`src/rtl/dma4_pkg.sv`:
```
package dma4_pkg;
  // The address map (2n / 2n+1 for n < 4, control at 0x8..0xF) fixes the channel count
  localparam int NCH = 4;
  localparam int CW  = 2;

  localparam logic [3:0] OFS_CMD     = 4'h8;
  localparam logic [3:0] OFS_REQ     = 4'h9;
  localparam logic [3:0] OFS_ONEMASK = 4'hA;
  localparam logic [3:0] OFS_MODE    = 4'hB;
  localparam logic [3:0] OFS_PTRCLR  = 4'hC;
  localparam logic [3:0] OFS_MCLR    = 4'hD;
  localparam logic [3:0] OFS_UNMASK  = 4'hE;
  localparam logic [3:0] OFS_MASKALL = 4'hF;

  // Stored mode byte bits 7:2; bits 1:0 only select the channel
  typedef struct packed {
    logic [1:0] kind;      // 7:6
    logic       dec;       // 5
    logic       autoinit;  // 4
    logic [1:0] xtype;     // 3:2
  } mode_t;
endpackage

```
`src/rtl/dma4_chan.sv`:
```
module dma4_chan #(
  parameter int DW = 8
) (
  input  logic            clk,
  input  logic            rst,
  input  logic            we_addr,
  input  logic            we_cnt,
  input  logic            hi,
  input  logic [DW-1:0]   wdata,
  input  logic            step,
  input  logic            dec,
  input  logic            autoinit,
  output logic [2*DW-1:0] cur_addr,
  output logic [2*DW-1:0] cur_cnt,
  output logic            tc
);
  localparam int WW = 2 * DW;

  logic [WW-1:0] base_addr, base_cnt;

  assign tc = step && (cur_cnt == '0);

  always_ff @(posedge clk) begin
    if (rst) begin
      base_addr <= '0;
      base_cnt  <= '0;
      cur_addr  <= '0;
      cur_cnt   <= '0;
    end else begin
      if (step) begin
        if (tc && autoinit) begin
          cur_addr <= base_addr;
          cur_cnt  <= base_cnt;
        end else begin
          cur_addr <= dec ? cur_addr - 1'b1 : cur_addr + 1'b1;
          cur_cnt  <= cur_cnt - 1'b1;
        end
      end
      if (we_addr) begin
        if (hi) begin
          base_addr[WW-1:DW] <= wdata;
          cur_addr[WW-1:DW]  <= wdata;
        end else begin
          base_addr[DW-1:0]  <= wdata;
          cur_addr[DW-1:0]   <= wdata;
        end
      end
      if (we_cnt) begin
        if (hi) begin
          base_cnt[WW-1:DW] <= wdata;
          cur_cnt[WW-1:DW]  <= wdata;
        end else begin
          base_cnt[DW-1:0]  <= wdata;
          cur_cnt[DW-1:0]   <= wdata;
        end
      end
    end
  end

  AST_CNT_HOLD: assert property (@(posedge clk) disable iff (rst)
    (!step && !we_cnt) |=> $stable(cur_cnt));
  AST_TC_WRAP: assert property (@(posedge clk) disable iff (rst)
    (step && !autoinit && !we_cnt && cur_cnt == '0) |=> (cur_cnt == '1));
endmodule

```
`src/rtl/dma4_ctrl.sv`:
```
module dma4_ctrl
  import dma4_pkg::*;
#(
  parameter int DW = 8
) (
  input  logic            clk,
  input  logic            rst,
  input  logic [3:0]      addr,
  input  logic [DW-1:0]   wdata,
  input  logic            wr,
  input  logic            rd,
  input  logic [NCH-1:0]  tc_vec,
  output logic            ptr_hi,
  output logic            cmd_dis,
  output logic [NCH-1:0]  mask,
  output logic [NCH-1:0]  req,
  output logic [NCH-1:0]  tcs,
  output mode_t           mode [NCH]
);
  logic [NCH-1:0] auto_vec, mask_n, tcs_n;
  logic           mclr, reg_acc;

  for (genvar i = 0; i < NCH; i++) begin : g_auto
    assign auto_vec[i] = mode[i].autoinit;
  end

  assign mclr    = wr && (addr == OFS_MCLR);
  assign reg_acc = (wr || rd) && !addr[3];

  always_comb begin
    mask_n = mask;
    if (wr && addr == OFS_ONEMASK) mask_n[wdata[CW-1:0]] = wdata[2];
    if (wr && addr == OFS_UNMASK)  mask_n = '0;
    if (wr && addr == OFS_MASKALL) mask_n = wdata[NCH-1:0];
    mask_n = mask_n | (tc_vec & ~auto_vec);
  end

  always_comb begin
    tcs_n = (rd && addr == OFS_CMD) ? '0 : tcs;
    tcs_n = tcs_n | tc_vec;
  end

  always_ff @(posedge clk) begin
    if (rst || mclr) begin
      ptr_hi  <= 1'b0;
      cmd_dis <= 1'b0;
      req     <= '0;
      tcs     <= '0;
      mask    <= '1;
    end else begin
      mask <= mask_n;
      tcs  <= tcs_n;
      if (wr && addr == OFS_PTRCLR) ptr_hi <= 1'b0;
      else if (reg_acc)             ptr_hi <= ~ptr_hi;
      if (wr && addr == OFS_CMD)    cmd_dis <= wdata[2];
      if (wr && addr == OFS_REQ)    req[wdata[CW-1:0]] <= wdata[2];
    end
  end

  always_ff @(posedge clk) begin
    if (rst) begin
      for (int i = 0; i < NCH; i++) mode[i] <= '0;
    end else if (wr && addr == OFS_MODE) begin
      mode[wdata[CW-1:0]] <= mode_t'(wdata[7:2]);
    end
  end

  AST_PTR_LOW: assert property (@(posedge clk) disable iff (rst)
    (wr && addr == OFS_PTRCLR) |=> !ptr_hi);
  AST_MCLR_STATE: assert property (@(posedge clk) disable iff (rst)
    mclr |=> (mask == '1 && tcs == '0 && req == '0 && !cmd_dis));
  AST_NOAUTO_MASK: assert property (@(posedge clk) disable iff (rst)
    (|(tc_vec & ~auto_vec)) |=>
      ((mask & $past(tc_vec & ~auto_vec)) == $past(tc_vec & ~auto_vec)));
  AST_STAT_CLR: assert property (@(posedge clk) disable iff (rst)
    (rd && addr == OFS_CMD && tc_vec == '0 && !mclr) |=> (tcs == '0));
endmodule

```
`src/rtl/dma4_regfile.sv`:
```
module dma4_regfile
  import dma4_pkg::*;
#(
  parameter int DW = 8
) (
  input  logic           clk,
  input  logic           rst,
  input  logic [3:0]     addr,
  input  logic [DW-1:0]  wdata,
  input  logic           wr,
  input  logic           rd,
  output logic [DW-1:0]  rdata,
  input  logic [NCH-1:0] hreq,
  input  logic           xfer_done,
  input  logic [CW-1:0]  xfer_chan,
  output logic [NCH-1:0] chan_mask,
  output logic           eop,
  output logic [1:0]     act_type,
  output logic [1:0]     act_mode
);
  localparam int WW = 2 * DW;

  logic           ptr_hi, cmd_dis;
  logic [NCH-1:0] mask, req, tcs, tc_vec;
  mode_t          mode [NCH];
  logic [WW-1:0]  cur_addr [NCH];
  logic [WW-1:0]  cur_cnt  [NCH];
  logic [WW-1:0]  sel_word;
  logic [DW-1:0]  rd_mux;

  dma4_ctrl #(.DW(DW)) u_ctrl (
    .clk(clk), .rst(rst), .addr(addr), .wdata(wdata), .wr(wr), .rd(rd),
    .tc_vec(tc_vec), .ptr_hi(ptr_hi), .cmd_dis(cmd_dis), .mask(mask),
    .req(req), .tcs(tcs), .mode(mode)
  );

  for (genvar i = 0; i < NCH; i++) begin : g_chan
    logic hit, step;
    assign hit  = !addr[3] && (addr[CW:1] == CW'(i));
    assign step = xfer_done && (xfer_chan == CW'(i)) && !mask[i] && !cmd_dis;
    dma4_chan #(.DW(DW)) u_chan (
      .clk(clk), .rst(rst),
      .we_addr(wr && hit && !addr[0]), .we_cnt(wr && hit && addr[0]),
      .hi(ptr_hi), .wdata(wdata), .step(step),
      .dec(mode[i].dec), .autoinit(mode[i].autoinit),
      .cur_addr(cur_addr[i]), .cur_cnt(cur_cnt[i]), .tc(tc_vec[i])
    );
  end

  always_comb begin
    sel_word = addr[0] ? cur_cnt[addr[CW:1]] : cur_addr[addr[CW:1]];
    if (!addr[3])            rd_mux = ptr_hi ? sel_word[WW-1:DW] : sel_word[DW-1:0];
    else if (addr == OFS_CMD) rd_mux = DW'({req | hreq, tcs});
    else                      rd_mux = '0;  // temporary register and write-only offsets
  end

  always_ff @(posedge clk) begin
    if (rst) begin
      rdata <= '0;
      eop   <= 1'b0;
    end else begin
      if (rd) rdata <= rd_mux;
      eop <= |tc_vec;
    end
  end

  assign chan_mask = mask;
  assign act_type  = mode[xfer_chan].xtype;
  assign act_mode  = mode[xfer_chan].kind;

  AST_EOP_STATUS: assert property (@(posedge clk) disable iff (rst)
    eop |-> (tcs != '0 || $past(wr && addr == OFS_MCLR)));
  AST_EOP_ONE: assert property (@(posedge clk) disable iff (rst)
    !xfer_done |=> !eop);
endmodule

```
`config.mk`:
```
export PLATFORM = sky130hd
export DESIGN_NAME = dma4_regfile
export DESIGN_NICKNAME = d
export VERILOG_FILES = /design/src/rtl/dma4_pkg.sv /design/src/rtl/dma4_chan.sv /design/src/rtl/dma4_ctrl.sv /design/src/rtl/dma4_regfile.sv
export SDC_FILE = /design/constraint.sdc
export NUM_CORES = 1
export LEC_CHECK = 0
export ABC_AREA = 1
export BUFFER_PORTS_ARGS = -buffer_cell sky130_fd_sc_hd__buf_2
export CORE_ASPECT_RATIO = 0.9
export CORE_MARGIN = 2
export CORE_UTILIZATION = 50
export CTS_CLUSTER_SIZE = 16
export DETAILED_ROUTE_END_ITERATION = 12
export PLACE_DENSITY = 0.65
export SETUP_SLACK_MARGIN = 0.15
export SYNTH_ARGS = -nofsm -noshare
export SYNTH_HDL_FRONTEND = slang
export SYNTH_HIERARCHICAL = 1
export SYNTH_SLANG_ARGS = --single-unit
```
`constraint.sdc`:
```
create_clock -name clk -period 3.35 [get_ports clk]
set_input_delay 0.8375 -clock clk [delete_from_list [all_inputs] [get_ports clk]]
set_output_delay 0.8375 -clock clk [all_outputs]
set_load 0.05 [all_outputs]
```
# Word level (Yosys, flattened, before mapping)
# Cells that the tools add are included.
# classes
addsub,12
n_mul,0
div,0
order_cmp,6
eq_ne,14
shifts,0
mux,68
bitwise,9
n_reduce_logical,81
# op_table
op,n
two-way mux 16 bit,33
two-way mux 8 bit,19
subtractor 16 x 1 -> 16 bit (second input constant),8
adder 16 x 1 -> 16 bit (second input constant),4
binary-select mux 16 bit (select 2 bit),2
zero test 16 bit,4
logical AND 1 bit,48
== test 4 bit (second input constant),8
AND reduction 2 bit,16
bitwise mux 24 bit,1
two-way mux 6 bit,3
two-way mux 4 bit,4
binary-select mux 6 bit (select 2 bit),1
demux 6 bit (select 2 bit),1
OR 4 bit,3
>= comparator 3 bit (second input constant),3
inverter 2 -> 3 bit,3
bitwise mux 4 bit,2
== test 2 bit (second input constant),4
zero test 1 bit,7
AND 4 bit,1
== test 2 x 1 -> 1 bit (second input constant),2
zero test 2 bit,2
inverter 4 bit,1
9 further kinds,10
# word_totals
regBits,303
latch_bits,0
ram_bits,0
mem_bits_ro,0
input_bits,23
word_cells,237
mem_count,0

# Depth between registers and ports, before layout
# Gate-level depths: netlist of the first run.
# depth
depth_word,10
depth_mapped,14
mapped_depth_nobuf,13

# Cells and area by module
# Netlist of the first run, hierarchy kept.
# by_module_without_submodules
mod,instances,cells_per_inst,area_per_inst_um2
dma4_chan (g_chan[2].u_chan ...),2,676,4197.8
dma4_chan (g_chan[0].u_chan ...),2,669,4071.4
dma4_regfile,1,449,2057.0
dma4_ctrl,1,223,1637.8

# Worst setup path after synthesis of the first run
# No wires, ideal clock.
# synth_path
path_type,input to output
from,input xfer_chan[0]
to,output act_mode[1]
arrival_time_ps,1837
t_required_ps,2513
setup_slack_ps,676
stages,5
n_path_buf,1
cell_sequence,clkbuf_1 > inv_1 > nor2_1 > a22oi_1 > nand3_1
# synth_between
elab_chain_len,4
# synth_rtl
item,line_no,source
"start, declared",dma4_regfile.sv:15,"input logic [CW-1:0] xfer_chan,"
inverter 2 -> 3 bit (not written as such),dma4_regfile.sv:69,assign act_mode = mode[xfer_chan].kind;
binary-select mux 6 bit (select 2 bit),dma4_regfile.sv:69,
two-way mux 6 bit (not written as such) (2 in a row),dma4_regfile.sv:69,
"end, declared",dma4_regfile.sv:19,output logic [1:0] act_mode
# Every way passes these cells. The select of a mux whose other input is x is not followed.

# Worst setup path after layout of the first run
# layout_path
from,input xfer_chan[0]
to,output act_type[0]
# layout_between
elab_chain_len,4
# layout_rtl
item,line_no,source
inverter 2 -> 3 bit (not written as such),dma4_regfile.sv:68,assign act_type = mode[xfer_chan].xtype;
binary-select mux 6 bit (select 2 bit),dma4_regfile.sv:68,
two-way mux 6 bit (2 in a row),n/a,
"end, declared",dma4_regfile.sv:18,"output logic [1:0] act_type,"
# Every way passes these cells. The select of a mux whose other input is x is not followed.

==> impl_metrics.json, run 1 <==
{
  "drt_iter0_drc": 2224,
  "placementRows": 69,
  "hold_viol_final": 0,
  "netlist_area_um2": 20200,
  "htree_levels": 2,
  "end_kind": "primary output",
  "power.total_mw": 8.64,
  "stdcell_count": 3934,
  "preCtsSetupSlack_ns": 0.370,
  "r2r_slack_ns": 0.82,
  "synthMostInstantiatedCell": "nand2_1",
  "syn_to_final_growth_pct": 9.70,
  "worstPathBufferInverterCount": 3,
  "fin_hold_ws_ns": 0.459,
  "maxSlewViolCount": 0,
  "irDropWorstVdd_mv": 0.673,
  "cts_resized": 0,
  "grt_first_pass_wirelength_um": 105000,
  "grt_remaining_overflow": 0,
  "gp_congestion": 0.949,
  "avgSynthCellArea_um2": 6.02,
  "setup_viol": 0,
  "design_area_um2": 22200,
  "synth_top_area_share_pct": 30.0,
  "async_flop_share_pct": 0,
  "status": "finished clean",
  "yosys.area.top_type": "dfxtp_1",
  "io_pins": 40,
  "crit_path_max_fanout": 8,
  "grt_max_degree": 140,
  "fin_crit_ns": 2.70,
  "yosysSeqAreaShare_pct": 30.0,
  "drt_wl_total_um": 67000,
  "fin_crit_sh_pct": 80.6,
  "vias_per_cell": 5.52,
  "cts_max_path_buffers": 3,
  "finalSetupTns_ns": 0,
  "maxCapViolCount": 0,
  "syn_inst": 3362,
  "grtUsageTotal_pct": 31.2,
  "nets": 3464,
  "fin_util_pct": 55.9,
  "cp_cell_sequence": "buf_2 > inv_1 > nor2_1 > a22oi_1 > nand3_1 > buf_2",
  "required_ns": 2.51,
  "synth_nets": 3453,
  "die_w_um": 216,
  "slew_headroom_pct": 33.9,
  "drcViolationCount": 0,
  "worstMarginPinSlew_ns": 0.991,
  "grt_pass1_vias": 19421,
  "crit_family": "buffers and inverters",
  "arrival_ns": 1.86,
  "ant_nets": 0,
  "die_height_um": 195,
  "fin_worst_skew_ns": 0.0176,
  "clock_latency_ns": 0.54,
  "coreArea_um2": 39700,
  "drt-wirelength-per-cell_um": 17.0,
  "drtPass1Iterations": 6,
  "drive_gt1_share_pct": 7.50,
  "ys_ff_latch": 303,
  "detailroute.via_count": 21734,
  "synth_edf_count": 0,
  "port_buffers": 39,
  "max_freq_ghz": 0.371,
  "power_leakage_nw": 10.7,
  "ys_types": 47,
  "clk_pin_slew_ns": 0.06,
  "clock_sinks": 303,
  "cts_hold_buf": 0,
  "p_per_area_nw_per_um2": 389,
  "initial_core_util_pct": 50.9,
  "tritoncts": "yes",
  "ys.flop_type": "dfxtp_1",
  "place_hpwl_um": 47600,
  "cts_buffers": 35,
  "synth_commonest_cells": "nand2_1, a21oi_1, dfxtp_1",
  "dp.cells": 3868,
  "place_area_um2": 21000,
  "antenna_found_initial": 5,
  "post-cts-setup-buffers": 0,
  "path_common_cell": "buf_2",
  "hold_class": "flip-flop to flip-flop",
  "crit_slowest_cell": "buf_2",
  "die-area_um2": 42100,
  "netlist_top_cells_area": "dfxtp_1, nand2_1, a21oi_1",
  "cp_slowest_stage_delay_ns": 0.27,
  "fin_ws_ns": 0.651,
  "critical_path_class": "primary input to primary output",
  "root_buffer": "clkbuf_16",
  "rsz0062_at_grt": "false",
  "startpoint_type": "primary input",
  "ys_warn_count": 6
}
[metal layers]
metal / vias up / GRT usage (%) / wire, um
li1: 10803 / - / -
met1: 9930 / 46.4 / 31000
met2: 874 / 45.3 / 27200
met3: 125 / 5.63 / 6730
met4: 2 / 9.61 / 2020
met5: - / 0 / 13
[logic make-up (layout without fill, tap and decap cells)]
| logic type | Yosys count | in the layout | share of synthesized area [%] |
|---|---|---|---|
| buffers and inverters | 433 | 470 | 9.20 |
| flip-flops | 303 | 303 | 30.0 |
| AO/OA/AOI/OAI | 522 | 522 | 13.7 |
| other | 0 | 3 | 0 |
| AND/OR/NAND/NOR | 1992 | 1992 | 40.8 |
| adder cells (fa/ha/maj) | 68 | 68 | 4.35 |
| XOR/XNOR | 44 | 44 | 1.90 |
[worst paths after layout]
check | end | start | cells after the start
worst max register to register | g_chan[3].u_chan/cur_addr[15]$_SDFF_PP0_ | u_ctrl/mode[3]$_SDFFE_PP0P_ | 13
worst min register to register | g_chan[2].u_chan/base_addr[7]$_SDFFE_PP0P_ | g_chan[2].u_chan/base_addr[7]$_SDFFE_PP0P_ | 2
worst max-delay path | act_type[0] | xfer_chan[0] | 6
worst min-delay path | g_chan[2].u_chan/base_addr[7]$_SDFFE_PP0P_ | g_chan[2].u_chan/base_addr[7]$_SDFFE_PP0P_ | 2
[worst reg2reg max path: stages, from the launching register on]
cell	delay [ns]
dfxtp_1	0.85
ha_1	0.47
nand2_1	0.14
nand3_1	0.15
nand2_1	0.10
nand2_1	0.14
nand2_1	0.12
nand2_1	0.06
nand2_1	0.07
nand3_2	0.06
nand2_1	0.07
nand2_1	0.05
nand2_1	0.07
a21oi_2	0.06
[registers in the layout, summed over array words and instances (netlist names), 4 cells and up]
name	count
g_chan.u_chan/base_addr	64
g_chan.u_chan/cur_addr	64
g_chan.u_chan/base_cnt	64
u_ctrl/mask	4
rdata	8
u_ctrl/tcs	4
u_ctrl/mode	24
g_chan.u_chan/cur_cnt	64
u_ctrl/req	4
[placed cells by master (no fill, tap or decap), types with 20 or more instances in the layout]
master     count
a21oi_1      341
buf_2         38
buf_4         59
clkbuf_16     35
dfxtp_1      303
ha_1          64
inv_1        290
nand2_1     1413
nand3_1      231
nand4_1       28
nor2_1       218
nor2_2        20
o211ai_1      26
o21ai_0       82
o21ai_1       32
xnor2_1       24
xor2_1        20
[power by group]
group	leakage [nW]	internal, mW	switching [mW]
Clock	0.605	2.52	1.64
Sequential	2.45	3.64	0.0562
Combinational	7.69	0.223	0.552
Total	10.7	6.39	2.25
[cell type report]
cell class,instances,area (um2)
antenna,3,7.51
clock buffer,39,911
clock inverter,24,322
fill,4108,17500
inverter,304,1150
multi-input combinational,2626,12300
sequential,303,6070
tap,532,666
timing repair buffer,103,747
Note: power is estimated with default switching activity, not from simulation.
==> run 2: changes to the inputs <==
==> constraint.sdc (replaced) <==
create_clock -name clk -period 2.7 [get_ports clk]
set_input_delay 0.675 -clock clk [delete_from_list [all_inputs] [get_ports clk]]
set_output_delay 0.675 -clock clk [all_outputs]
set_load 0.05 [all_outputs]
==> impl_metrics.json, run 2 (synthesized netlist as in run 1, its figures left out) <==
{
  "dp.cells": 3896,
  "critical_path_class": "primary input to primary output",
  "cts_max_path_buffers": 3,
  "die_w_um": 216,
  "fin_worst_skew_ns": 0.0231,
  "ant_nets": 0,
  "io_pins": 40,
  "fin_crit_sh_pct": 89.3,
  "fin_hold_ws_ns": 0.422,
  "slew_headroom_pct": 41.6,
  "clock_sinks": 303,
  "layout_commonest_cell": "nand2_1",
  "die-area_um2": 42100,
  "hold_viol_final": 0,
  "antenna_found_initial": 1,
  "detailroute.via_count": 21935,
  "grt_first_pass_wirelength_um": 106000,
  "max_freq_ghz": 0.415,
  "drive_gt1_share_pct": 8.23,
  "power.total_mw": 10.5,
  "nets": 3494,
  "cts_buffers": 37,
  "drt-wirelength-per-cell_um": 17.2,
  "preCtsSetupSlack_ns": 0.0802,
  "rsz0062_at_grt": "false",
  "clk_pin_slew_ns": 0.06,
  "maxSlewViolCount": 0,
  "grt_max_degree": 115,
  "drt_wl_total_um": 68000,
  "arrival_ns": 1.74,
  "maxCapViolCount": 0,
  "n_fill_cell": 4001,
  "vias_per_cell": 5.54,
  "place_hpwl_um": 48800,
  "startpoint_type": "primary input",
  "grt_remaining_overflow": 0,
  "clock_latency_ns": 0.56,
  "final_cell_mix": "nand2_1, a21oi_1, dfxtp_1",
  "status": "finished clean",
  "cts_resized": 0,
  "stdcell_count": 3961,
  "finalSetupTns_ns": 0,
  "gp_congestion": 0.966,
  "cts_hold_buf": 0,
  "fin_ws_ns": 0.289,
  "root_buffer": "clkbuf_16",
  "setup_viol": 0,
  "end_kind": "primary output",
  "htree_levels": 2,
  "die_height_um": 195,
  "tritoncts": "yes",
  "irDropWorstVdd_mv": 0.658,
  "syn_to_final_growth_pct": 11.0,
  "crit_path_max_fanout": 8,
  "power_leakage_nw": 10.9,
  "post-cts-setup-buffers": 0,
  "port_buffers": 39,
  "grtUsageTotal_pct": 31.6,
  "drt_iter0_drc": 2153,
  "placementRows": 69,
  "hold_class": "primary input to flip-flop",
  "initial_core_util_pct": 50.9,
  "p_per_area_nw_per_um2": 466,
  "worstMarginPinSlew_ns": 0.876,
  "fin_crit_ns": 2.41,
  "grt_pass1_vias": 19525,
  "drcViolationCount": 0,
  "drtPass1Iterations": 5,
  "required_ns": 2.03,
  "coreArea_um2": 39700
}
-- run 2: cell types whose count changed in the layout (fill, tap and decap cells not counted), moves of 3 or more --
cell       delta
buf_12       +10
buf_4        +18
bufinv_16     -6
clkbuf_1      +3
clkbuf_8      +5
inv_6         -4
-- run 2: layer usage --
metal  wire length [um]  track usage (%)
met5                  0                0
met1              32000             47.2
met2              27700             46.0
met3               6430             5.56
met4               1830             9.31
-- run 2: per-stage QoR --
step,utilization [%],cell area [um2]
2_1_floorplan,-,20200
3_3_place_gp,53.6,21300
3_5_place_dp,53.6,21300
4_1_cts,56.5,22500
5_1_grt,56.6,22500
6_report,56.6,22500
-- run 2: power breakdown --
| part | switching, mW | internal [mW] | total (mW) | leakage, nW |
|---|---|---|---|---|
| combinational | 0.697 | 0.296 | 0.993 | 7.88 |
| clock | 2.08 | 2.81 | 4.89 | 0.563 |
| sequential | 0.0682 | 4.52 | 4.59 | 2.45 |
| total | 2.84 | 7.63 | 10.5 | 10.9 |
-- run 2: critical path, cell delays in order --
cell     delay, ns
buf_2         0.16
inv_1         0.09
buf_4         0.15
nor2_1        0.20
a22oi_1       0.11
nand3_1       0.08
buf_2         0.26
-- run 2: final timing paths --
kind	depth (start not counted)	startpoint	end	slack [ns]
worst max-delay path	7	xfer_chan[0]	act_mode[1]	0.29
worst min-delay path	2	rst	g_chan[1].u_chan/cur_cnt[13]$_SDFF_PP0_	0.42
worst max register to register	11	u_ctrl/cmd_dis$_SDFFE_PP0P_	g_chan[3].u_chan/cur_cnt[1]$_SDFF_PP0_	0.50
worst min register to register	2	g_chan[1].u_chan/base_cnt[10]$_SDFFE_PP0P_	g_chan[1].u_chan/base_cnt[10]$_SDFFE_PP0P_	0.46
-- run 2: final cells by class --
cell class                 count  area, um2  area share, %
inverter                     304       1150           5.11
multi-input combinational   2626      12300           54.9
clock inverter                15        120          0.535
antenna                        1       2.50         0.0111
sequential                   303       6070           27.0
tap                          532        666           2.96
timing repair buffer         131       1090           4.84
clock buffer                  49       1040           4.63
==> run 3: changes to the inputs <==
--- a/config.mk
+++ b/config.mk
@@ -16,5 +16,4 @@
 export SETUP_SLACK_MARGIN = 0.15
 export SYNTH_ARGS = -nofsm -noshare
 export SYNTH_HDL_FRONTEND = slang
-export SYNTH_HIERARCHICAL = 1
 export SYNTH_SLANG_ARGS = --single-unit
==> impl_metrics.json, run 3 <==
{
  "root_buffer": "clkbuf_16",
  "fin_crit_sh_pct": 89.3,
  "crit_family": "buffers and inverters",
  "grtUsageTotal_pct": 33.2,
  "maxSlewViolCount": 0,
  "ys_types": 46,
  "required_ns": 2.03,
  "place_hpwl_um": 48500,
  "cp-startpoint": "xfer_chan[1]",
  "crit_slowest_cell": "buf_2",
  "rr_worst_depth": 12,
  "layout_commonest_cell": "nand2_1",
  "grt_max_degree": 130,
  "rr_startpoint": "g_chan[1].u_chan.cur_cnt[0]$_SDFF_PP0_",
  "arrival_ns": 1.74,
  "holdPathStages": 2,
  "gp_congestion": 0.981,
  "ant_nets": 0,
  "yosys.area.top_type": "dfxtp_1",
  "initial_core_util_pct": 50.6,
  "die_w_um": 212,
  "syn_to_final_growth_pct": 10.9,
  "irDropWorstVdd_mv": 0.536,
  "status": "finished clean",
  "detailroute.via_count": 20831,
  "avgSynthCellArea_um2": 6.08,
  "worstMarginPinSlew_ns": 0.886,
  "htree_levels": 2,
  "yosysSeqAreaShare_pct": 31.3,
  "cts_resized": 0,
  "grt_first_pass_wirelength_um": 105000,
  "ys_ff_latch": 303,
  "grt_pass1_vias": 18966,
  "critical_path_class": "primary input to primary output",
  "drt_wl_total_um": 66700,
  "cts_max_path_buffers": 3,
  "placementRows": 68,
  "grt_remaining_overflow": 0,
  "max_freq_ghz": 0.415,
  "synth_commonest_cells": "nand2_1, a21oi_1, inv_1",
  "syn_inst": 3188,
  "r2r_slack_ns": 0.39,
  "fin_worst_skew_ns": 0.0131,
  "setup_viol": 0,
  "clk_pin_slew_ns": 0.07,
  "p_per_area_nw_per_um2": 489,
  "hold_viol_final": 0,
  "vias_per_cell": 5.60,
  "maxCapViolCount": 0,
  "fin_util_pct": 56.1,
  "drcViolationCount": 0,
  "synth_edf_count": 0,
  "final_cell_mix": "nand2_1, a21oi_1, inv_1",
  "cts_buffers": 34,
  "netlist_area_um2": 19400,
  "drt_iter0_drc": 2048,
  "coreArea_um2": 38300,
  "fin_crit_ns": 2.41,
  "clock_sinks": 303,
  "power.total_mw": 10.5,
  "r2r-end": "g_chan[1].u_chan.cur_addr[7]$_SDFF_PP0_",
  "hold-path-endpoint": "g_chan[1].u_chan.base_addr[12]$_SDFFE_PP0P_",
  "finalSetupTns_ns": 0,
  "synth_top_area_share_pct": 31.3,
  "netlist_top_cells_area": "dfxtp_1, nand2_1, a21oi_1",
  "port_buffers": 39,
  "min-delay-start": "g_chan[1].u_chan.base_addr[12]$_SDFFE_PP0P_",
  "drtPass1Iterations": 6,
  "drt-wirelength-per-cell_um": 17.9,
  "drive_gt1_share_pct": 6.60,
  "startpoint_type": "primary input",
  "ys_warn_count": 0,
  "die_height_um": 191,
  "crit_path_max_fanout": 5,
  "die-area_um2": 40400,
  "synthMostInstantiatedCell": "nand2_1",
  "diodes": 0,
  "antenna_found_initial": 2,
  "rsz0062_at_grt": "false",
  "synth_nets": 3279,
  "cts_hold_buf": 0,
  "end_kind": "primary output",
  "io_pins": 40,
  "cp_cell_sequence": "buf_2 > inv_1 > nand2_1 > inv_1 > a22oi_1 > o221ai_1 > buf_2",
  "nets": 3296,
  "slew_headroom_pct": 41.0,
  "post-cts-setup-buffers": 0,
  "async_flop_share_pct": 0,
  "tritoncts": "yes",
  "hold_class": "flip-flop to flip-flop",
  "clock_latency_ns": 0.55,
  "ys.flop_type": "dfxtp_1",
  "worstPathBufferInverterCount": 4,
  "power_leakage_nw": 9.83,
  "cp_slowest_stage_delay_ns": 0.25,
  "fin_hold_ws_ns": 0.459,
  "place_area_um2": 20300,
  "design_area_um2": 21500
}
==> run 3: cell types whose count changed in the layout (fill, tap and decap cells not counted), moves of 23 or more <==
cell     delta
o21ai_0    +28
nand3_1    -24
inv_1      +24
nand2_1   -229
o21ai_1    -23
nor2_1     +30
==> run 3: area by class of cell <==
class	instances	area (um2)
multi-input combinational	2429	11600
clock buffer	44	992
clock inverter	15	193
fill	3907	16800
inverter	326	1220
tap	490	613
timing repair buffer	111	820
sequential	303	6070
==> run 3: power breakdown <==
part | switching (mW) | internal, mW
registers | 0.0589 | 4.52
clock network | 1.97 | 2.99
logic | 0.669 | 0.289
==> run 3: kinds of logic (layout without fill, tap and decap cells) <==
family                   Yosys count  after routing  synth area share [%]
AO/OA/AOI/OAI                    559            559                  15.8
XOR/XNOR                          62             62                  2.80
adder cells (fa/ha/maj)           68             68                  4.54
buffers and inverters            456            496                  9.01
flip-flops                       303            303                  31.3
AND/OR/NAND/NOR                 1740           1740                  36.6
==> run 3: routing by layer <==
layer / share of wire, % / up-vias / wire, um / track usage (%)
li1: - / 10307 / - / -
met1: 45 / 9592 / 30000 / 46.7
met2: 43 / 807 / 28900 / 51.1
met3: 8.4 / 121 / 5630 / 5.86
met4: 3.1 / 4 / 2060 / 11.3
met5: 0.038 / - / 25 / 0
==> run 3: worst max-delay path by stage <==
stage	to	cells past startpoint
2_1_floorplan	act_mode[1]	3
3_3_place_gp	g_chan[2].u_chan.cur_addr[12]$_SDFF_PP0_	12
3_5_place_dp	g_chan[1].u_chan.cur_addr[7]$_SDFF_PP0_	11
4_1_cts	g_chan[0].u_chan.cur_addr[13]$_SDFF_PP0_	14
5_1_grt	g_chan[2].u_chan.cur_addr[14]$_SDFF_PP0_	14
6_report	act_mode[1]	7
==> run 3: tightest hold or removal path: stages, from the launching register on <==
cell	delay [ns]
dfxtp_1	0.31
nand2_1	0.06
a21oi_1	0.05
==> run 3: through the flow <==
stage | std cells | worst slack (ns)
floorplan | 3188 | 0.381
global placement | 3659 | 0.144
finish | 3718 | 0.289
detailed placement | 3659 | 0.136
CTS | 3718 | 0.209
global route | 3718 | 0.189
